**src/rtl/cfgb_pkg.sv**
```systemverilog
package cfgb_pkg;
  // Address register field positions
  localparam int BUS_LSB   = 52;
  localparam int DEVFN_LSB = 44;
  localparam int OFF_LSB   = 32;

  typedef enum logic [1:0] {ACC_ERR, ACC_ADDR, ACC_OTHER, ACC_WIN} acc_kind_e;
  typedef enum logic [1:0] {ST_IDLE, ST_WAIT, ST_DONE} bridge_state_e;

  function automatic int size_bytes(input logic [1:0] sz);
    return (sz == 2'd3) ? 4 : (1 << sz);
  endfunction

  // Reverse the low size_bytes(sz) bytes of v
  function automatic logic [31:0] swap_bytes(input logic [31:0] v, input logic [1:0] sz);
    logic [31:0] r;
    int n;
    r = '0;
    n = size_bytes(sz);
    for (int i = 0; i < 4; i++)
      if (i < n) r[8*i +: 8] = v[8*(n-1-i) +: 8];
    return r;
  endfunction

  function automatic logic [31:0] width_ones(input logic [1:0] sz);
    logic [31:0] r;
    for (int i = 0; i < 4; i++)
      r[8*i +: 8] = (i < size_bytes(sz)) ? 8'hFF : 8'h00;
    return r;
  endfunction
endpackage

```
**src/rtl/cfgb_decode.sv**
```systemverilog
module cfgb_decode
  import cfgb_pkg::*;
#(
  parameter int ADDR_W = 12,
  parameter logic [ADDR_W-1:0] ADDR_REG_OFF = 'h000,
  parameter logic [ADDR_W-1:0] DATA_OFF = 'h008
)(
  input  logic [ADDR_W-1:0] addr_i,
  input  logic [1:0]        size_i,
  output acc_kind_e         kind_o
);
  logic win_hit, win_legal;

  assign win_hit   = ({addr_i[ADDR_W-1:2], 2'b00} == DATA_OFF);
  assign win_legal = (size_i == 2'd0) ||
                     (size_i == 2'd1 && !addr_i[0]) ||
                     (size_i == 2'd2 && addr_i[1:0] == 2'b00);

  always_comb begin
    if (win_hit)
      kind_o = win_legal ? ACC_WIN : ACC_ERR;
    else if (size_i != 2'd3 || addr_i[2:0] != 3'b000)
      kind_o = ACC_ERR;
    else if (addr_i == ADDR_REG_OFF)
      kind_o = ACC_ADDR;
    else
      kind_o = ACC_OTHER;
  end
endmodule

```
**src/rtl/cfgb_addr_reg.sv**
```systemverilog
module cfgb_addr_reg
  import cfgb_pkg::*;
#(
  parameter int REG_W = 64,
  parameter int OFF_W = 12
)(
  input  logic             clk,
  input  logic             rst,
  input  logic             wr_en,
  input  logic [REG_W-1:0] wr_data,
  output logic [REG_W-1:0] q,
  output logic [7:0]       bus,
  output logic [7:0]       devfn,
  output logic [OFF_W-1:0] dw_off
);
  always_ff @(posedge clk) begin
    if (rst)        q <= '0;
    else if (wr_en) q <= wr_data;
  end

  assign bus    = q[BUS_LSB +: 8];
  assign devfn  = q[DEVFN_LSB +: 8];
  assign dw_off = {q[OFF_LSB+2 +: OFF_W-2], 2'b00};
endmodule

```
**src/rtl/cfgb_lanes.sv**
```systemverilog
module cfgb_lanes
  import cfgb_pkg::*;
#(
  parameter int DW = 32,
  parameter int NB = DW / 8
)(
  input  logic [1:0]    sz_i,
  input  logic [1:0]    lane_i,
  input  logic [DW-1:0] host_w_i,
  input  logic [DW-1:0] resp_i,
  output logic [NB-1:0] be_o,
  output logic [DW-1:0] wdata_le_o,
  output logic [DW-1:0] rdata_be_o
);
  logic [3:0]    nbytes;
  logic [3:0]    lane_end;
  logic [DW-1:0] ones, shifted_r;

  assign nbytes   = 4'(size_bytes(sz_i));
  assign lane_end = {2'b00, lane_i} + nbytes;
  assign ones     = width_ones(sz_i);

  for (genvar g = 0; g < NB; g++) begin : g_be
    assign be_o[g] = (4'(g) >= {2'b00, lane_i}) && (4'(g) < lane_end);
  end

  assign wdata_le_o = swap_bytes(host_w_i & ones, sz_i) << {lane_i, 3'b000};
  assign shifted_r  = resp_i >> {lane_i, 3'b000};
  assign rdata_be_o = swap_bytes(shifted_r & ones, sz_i);
endmodule

```
**src/rtl/cfg_bridge.sv**
```systemverilog
module cfg_bridge
  import cfgb_pkg::*;
#(
  parameter int ADDR_W = 12,
  parameter logic [ADDR_W-1:0] ADDR_REG_OFF = 'h000,
  parameter logic [ADDR_W-1:0] DATA_OFF = 'h008,
  parameter int CONV_CFG_BYTES = 256,
  parameter int EXT_CFG_BYTES = 4096
)(
  input  logic              clk,
  input  logic              rst,
  input  logic              host_valid,
  input  logic              host_write,
  input  logic [ADDR_W-1:0] host_addr,
  input  logic [1:0]        host_size,
  input  logic [63:0]       host_wdata,
  output logic              host_ready,
  output logic [63:0]       host_rdata,
  output logic              host_err,
  output logic [7:0]        sel_bus,
  output logic [7:0]        sel_devfn,
  input  logic              sel_present,
  input  logic              sel_ext,
  output logic              cfg_req_valid,
  output logic              cfg_req_write,
  output logic [7:0]        cfg_req_bus,
  output logic [7:0]        cfg_req_devfn,
  output logic [11:0]       cfg_req_off,
  output logic [1:0]        cfg_req_size,
  output logic [3:0]        cfg_req_be,
  output logic [31:0]       cfg_req_wdata,
  input  logic              cfg_resp_valid,
  input  logic [31:0]       cfg_resp_rdata
);
  localparam int OFF_W = $clog2(EXT_CFG_BYTES);
  localparam int LIM_W = OFF_W + 1;
  localparam logic [LIM_W-1:0] LIM_CONV = LIM_W'(CONV_CFG_BYTES);
  localparam logic [LIM_W-1:0] LIM_EXT  = LIM_W'(EXT_CFG_BYTES);

  bridge_state_e state;
  acc_kind_e     kind;
  logic [63:0]   addr_q;
  logic [OFF_W-1:0] dw_off;
  logic          addr_wr, in_range, idle_take;
  logic [1:0]    lane_sz, lane_sel, lat_lane;
  logic [3:0]    be_c;
  logic [31:0]   wle_c, rbe_c;

  cfgb_decode #(.ADDR_W(ADDR_W), .ADDR_REG_OFF(ADDR_REG_OFF), .DATA_OFF(DATA_OFF)) u_dec (
    .addr_i(host_addr), .size_i(host_size), .kind_o(kind));

  assign idle_take = (state == ST_IDLE) && host_valid;
  assign addr_wr   = idle_take && host_write && (kind == ACC_ADDR);

  cfgb_addr_reg #(.REG_W(64), .OFF_W(OFF_W)) u_areg (
    .clk(clk), .rst(rst), .wr_en(addr_wr), .wr_data(host_wdata),
    .q(addr_q), .bus(sel_bus), .devfn(sel_devfn), .dw_off(dw_off));

  assign lane_sz  = (state == ST_IDLE) ? host_size : cfg_req_size;
  assign lane_sel = (state == ST_IDLE) ? host_addr[1:0] : lat_lane;

  cfgb_lanes #(.DW(32)) u_lanes (
    .sz_i(lane_sz), .lane_i(lane_sel), .host_w_i(host_wdata[31:0]),
    .resp_i(cfg_resp_rdata), .be_o(be_c), .wdata_le_o(wle_c), .rdata_be_o(rbe_c));

  assign in_range = ({1'b0, dw_off} < (sel_ext ? LIM_EXT : LIM_CONV));

  always_ff @(posedge clk) begin
    if (rst) begin
      state         <= ST_IDLE;
      host_ready    <= 1'b0;
      host_rdata    <= '0;
      host_err      <= 1'b0;
      cfg_req_valid <= 1'b0;
      cfg_req_write <= 1'b0;
      cfg_req_bus   <= '0;
      cfg_req_devfn <= '0;
      cfg_req_off   <= '0;
      cfg_req_size  <= '0;
      cfg_req_be    <= '0;
      cfg_req_wdata <= '0;
      lat_lane      <= '0;
    end else begin
      case (state)
        ST_IDLE: if (host_valid) begin
          host_err   <= (kind == ACC_ERR);
          host_rdata <= '0;
          host_ready <= 1'b1;
          state      <= ST_DONE;
          case (kind)
            ACC_ADDR: if (!host_write) host_rdata <= addr_q;
            ACC_WIN: begin
              if (sel_present && in_range) begin
                host_ready    <= 1'b0;
                state         <= ST_WAIT;
                cfg_req_valid <= 1'b1;
                cfg_req_write <= host_write;
                cfg_req_bus   <= sel_bus;
                cfg_req_devfn <= sel_devfn;
                cfg_req_off   <= 12'(dw_off);
                cfg_req_size  <= host_size;
                cfg_req_be    <= be_c;
                cfg_req_wdata <= host_write ? wle_c : 32'h0;
                lat_lane      <= host_addr[1:0];
              end else if (!host_write) begin
                host_rdata <= {32'h0, width_ones(host_size)};
              end
            end
            default: ;
          endcase
        end
        ST_WAIT: if (cfg_resp_valid) begin
          cfg_req_valid <= 1'b0;
          host_rdata    <= cfg_req_write ? 64'h0 : {32'h0, rbe_c};
          host_ready    <= 1'b1;
          state         <= ST_DONE;
        end
        default: begin
          host_ready <= 1'b0;
          state      <= ST_IDLE;
        end
      endcase
    end
  end


  single_outstanding_chk: assert property (@(posedge clk) disable iff (rst)
    cfg_req_valid |-> !host_ready);

  req_hold_chk: assert property (@(posedge clk) disable iff (rst)
    (cfg_req_valid && !cfg_resp_valid) |=>
      (cfg_req_valid && $stable(cfg_req_off) && $stable(cfg_req_be) && $stable(cfg_req_wdata)));

  ready_pulse_chk: assert property (@(posedge clk) disable iff (rst)
    host_ready |=> !host_ready);

  req_align_chk: assert property (@(posedge clk) disable iff (rst)
    cfg_req_valid |-> (cfg_req_off[1:0] == 2'b00));

  be_shape_chk: assert property (@(posedge clk) disable iff (rst)
    cfg_req_valid |-> ($countones(cfg_req_be) == 1 || $countones(cfg_req_be) == 2 ||
                       $countones(cfg_req_be) == 4));

  err_no_req_chk: assert property (@(posedge clk) disable iff (rst)
    (host_ready && host_err) |-> !$past(cfg_req_valid));
endmodule

```
**config.mk**
```make
export PLATFORM = sky130hd
export DESIGN_NAME = cfg_bridge
export DESIGN_NICKNAME = d
export VERILOG_FILES = /design/src/rtl/cfgb_pkg.sv /design/src/rtl/cfgb_decode.sv /design/src/rtl/cfgb_addr_reg.sv /design/src/rtl/cfgb_lanes.sv /design/src/rtl/cfg_bridge.sv
export SDC_FILE = /design/constraint.sdc
export NUM_CORES = 1
export LEC_CHECK = 0
export ABC_AREA = 1
export CORE_MARGIN = 2
export CORE_UTILIZATION = 45
export DETAILED_ROUTE_END_ITERATION = 6
export PLACE_DENSITY = 0.73
export SLEW_MARGIN = 0
export SYNTH_ARGS = -nofsm -noshare
export SYNTH_HDL_FRONTEND = slang
export SYNTH_HIERARCHICAL = 1
export SYNTH_SLANG_ARGS = --single-unit
```
**constraint.sdc**
```tcl
create_clock -name clk -period 4.2 [get_ports clk]
set_input_delay 0.63 -clock clk [delete_from_list [all_inputs] [get_ports clk]]
set_output_delay 0.63 -clock clk [all_outputs]
set_load 0.02 [all_outputs]
```
==> impl_summary.md <==
Floorplanning
The horizontal extent of the die is between 150 and 200 microns. The die outline area is roughly 28000 sq um. During I/O placement, the number of pins put on the boundary was around 270. Row generation in the floorplan step produced around 60 rows. The die is 166 microns tall.

The initial utilization of the core area, before any placement, comes to 0.4558. The core region area is 25910 sq um.

Logic synthesis
The number of flops mapped to enable cells by yosys is 0. The number of storage elements in the synthesis netlist is between 200 and 250. The area share of the leading cell type in the synthesized netlist is 0.3407. The dominant cell by count in the synthesized netlist is nand2_1.

The number of warnings printed during yosys synthesis is 6. Yosys attributes the largest share of cell area to dfxtp_1 (34%), nand2_1 (19%), nand3_1 (9.1%), a21oi_1 (6.5%), inv_1 (6.4%). In this run the cell area of the synthesized design comes to roughly 12000 sq um. For this run, the register share of the synthesized area comes to 0.3407.

The number of distinct standard cells referenced by the synthesized netlist is 34. The post-synthesis cell count is between 1500 and 2000. After synthesis, the mean cell area works out to around 6.2 sq um. The async set-or-reset flop fraction in the synthesized netlist is 0. Counting instances in the post-synthesis netlist gives the leading cell types as nand2_1 (607), nand3_1 (214), dfxtp_1 (201). The most used flip-flop cell after synthesis is dfxtp_1. The largest total area in the synthesized netlist belongs to dfxtp_1.

Job
The number of violations of the max-capacitance limit is 0.

CTS
The H-tree depth reported by CTS is 1. The clock passes through at most 3 buffers. The CTS tree is yes. The number of setup buffers added after CTS is 0. The clock transition at the registers of the reported paths is about 0.060 ns. The tree is rooted in a clkbuf_16. In this run, CTS created clock tree buffers numbering 23.

In this run, post-CTS hold repair placed 0 buffers. The count of clock tree sinks is approximately 200. At the later pin of the worst-skew pair, clock insertion delay measures approximately 0.53 ns. Post-CTS repair changed the size of 0 cells.

STA
Based on the critical path, the design can be clocked at up to 266.7 MHz. The slew at the pin closest to its max-slew limit is 1.194 ns. The minimum period implied by the final worst setup slack is about 3.7 ns. The final setup violation count is 0.

The final hold violation count is 0. Summed over all failing endpoints, the final setup total negative slack is 0 ns. Setup repair after global routing left no endpoint under its margin. Headroom to the max-slew limit came out at 0.2029. The number of max-slew violations in the final report is 0. The ratio of final minimum period to clock period is 0.8928.

Clock skew on the completed layout was measured at about 0.028 ns.

Global route
Entering global routing, the biggest net connects a little over 100 pins. The wire length of the first global-routing pass is 66.68 mm. Across every metal layer, demand over resource in global routing totals 0.2993. The number of antenna violations at the first check in global routing was 0. The number of global-route vias before repair is 11740.

The total overflow reported by the global router is 0.

Placed design
The number of buffer cells added on primary ports is about 270. The weighted congestion reported at the end of routability-driven placement is 0.9819. The post-detailed-placement half-perimeter wirelength is 30.53 mm.

Worst setup path
STA classifies the critical path endpoint as a register. Along the worst path, the maximum fanout reaches 16. The kind of critical path is register to register. STA classifies the critical path startpoint as a register. The data required time at the worst endpoint is about 4.7 ns. The worst endpoint data arrival time is about 4.2 ns.

Worst hold path
The worst min-delay path category is input pin to register.

Routing
For this block, the via count after detailed routing is around 13000. The mean routed wirelength per cell is approximately 18 microns. The residual antenna-violating net count after detailed routing is 0.

Dividing the detail-routed via count by the number of cells gives 5.248. The DRC violations left is 0. The number of DRC markers after the initial detailed-route iteration is roughly 1300. The number of optimization iterations in the first detailed-route pass is 6. The routed wire length is between 40 and 50 mm.

Finish
The share of cells above drive strength 1 is 0.04658. The number of inserted diodes is 0. The post-synthesis to final-layout area growth is 26.44%. The total number of nets in the final design is about 2200.

Pwr
IR analysis of the VDD net gives a maximum drop of 0.2507 mV. For this design the static power due to leakage is roughly 6.4 nW. For this design the ratio of total power to cell area is approximately 330 nW/um^2. Overall power consumption after layout is estimated at just under 5 mW.

Status
The flow ran to the end, and the final reports show no timing, DRC or antenna violations.
==> worst max-delay path, cell delays in order (launching register included) <==
cell and delay (ns):
dfxtp_1 0.37, nor2_4 0.23, inv_1 0.12, nand2_1 0.08
nand2_1 0.07, inv_2 0.25, nand2_1 0.29, ha_1 0.30
xor2_2 0.23, inv_1 0.07, ha_1 0.27, o21ai_1 0.08
nor2_1 0.47, nand2_1 0.10, a21oi_1 0.30, inv_1 0.08
o21ai_1 0.15, inv_1 0.06, a21oi_1 0.14
==> cells by family (layout without fill, tap and decap cells) <==
family	after synthesis	count (layout)	share of synthesized area
compound gates	258	258	0.1117
flops	201	201	0.3407
xor+xnor	1	1	0.001378
other cells	1	2	0.0003175
buf+inv	370	553	0.1505
simple gates	1083	1083	0.3884
fa+ha+maj	6	6	0.006992
==> where the power goes <==
part	switching (mW)	internal (mW)
clock	0.807	1.15
combinational	0.659	0.340
sequential	0.0143	1.93
total	1.48	3.42
==> per-layer routing <==
layer / part of all wire / up-vias / GRT usage
met1: 0.44 / 5883 / 0.4191
met4: 0.022 / 0 / 0.06616
li1: - / 6316 / -
met2: 0.45 / 548 / 0.4716
met3: 0.095 / 54 / 0.06792
met5: 0 / - / 0
==> placed cells by master (no fill, tap or decap), drive strengths merged <==
cell and instances:
nand2 612, clkdlybuf4s50 265, nand3 214, inv 207, nor2 205, dfxtp 201, a21oi 155, o21ai 92
clkbuf 39, buf 33, nand3b 32, nand4 13, o211ai 8, clkinv 8, ha 5, nor3 3
or2 3, conb 2, o22ai 2, nor3b 1, clkinvlp 1, xor2 1, a31oi 1, fa 1
==> flip-flops by register name, indices dropped and copies added, names as in the netlist <==
name           cells
host_ready         1
cfg_req_write      1
u_areg/q          64
cfg_req_be         4
cfg_req_bus        8
host_err           1
state              1
host_rdata        64
cfg_req_devfn      8
cfg_req_size       2
lat_lane           2
cfg_req_wdata     32
cfg_req_off       12
cfg_req_valid      1
==> cell type report <==
cell class                 instances  area (sq um)
timing repair buffer             298          2925
clock buffer                      39         705.7
multi-input combinational       1350          6027
inverter                         213         799.5
fill                            2571         10980
tap                              335         419.2
sequential                       201          4024
clock inverter                     3         32.53
==> final timing paths <==
kind	startpoint	endpoint	slack (ns)	depth (start not counted)
hold / removal	rst	state[0]	0.38	2
hold reg to reg	cfg_req_valid	cfg_req_valid	0.46	2
setup reg to reg	host_ready	host_rdata[23]	0.45	18
setup / recovery	host_ready	host_rdata[23]	0.45	18
==> per-stage QoR <==
step           hold WS (ns)  cells  cell area (sq um)  setup slack (ns)  utilization
2_1_floorplan        0.4401   1921              11810            0.9568            -
3_3_place_gp         0.4333   2397              14190            0.1861       0.5478
3_5_place_dp         0.4440   2397              14190           0.04403       0.5478
4_1_cts              0.3750   2439              14930            0.4563       0.5763
5_1_grt              0.3930   2439              14930            0.1415       0.5763
6_report             0.3819   2439              14930            0.4503       0.5763
(Power assumes the default switching activity.)
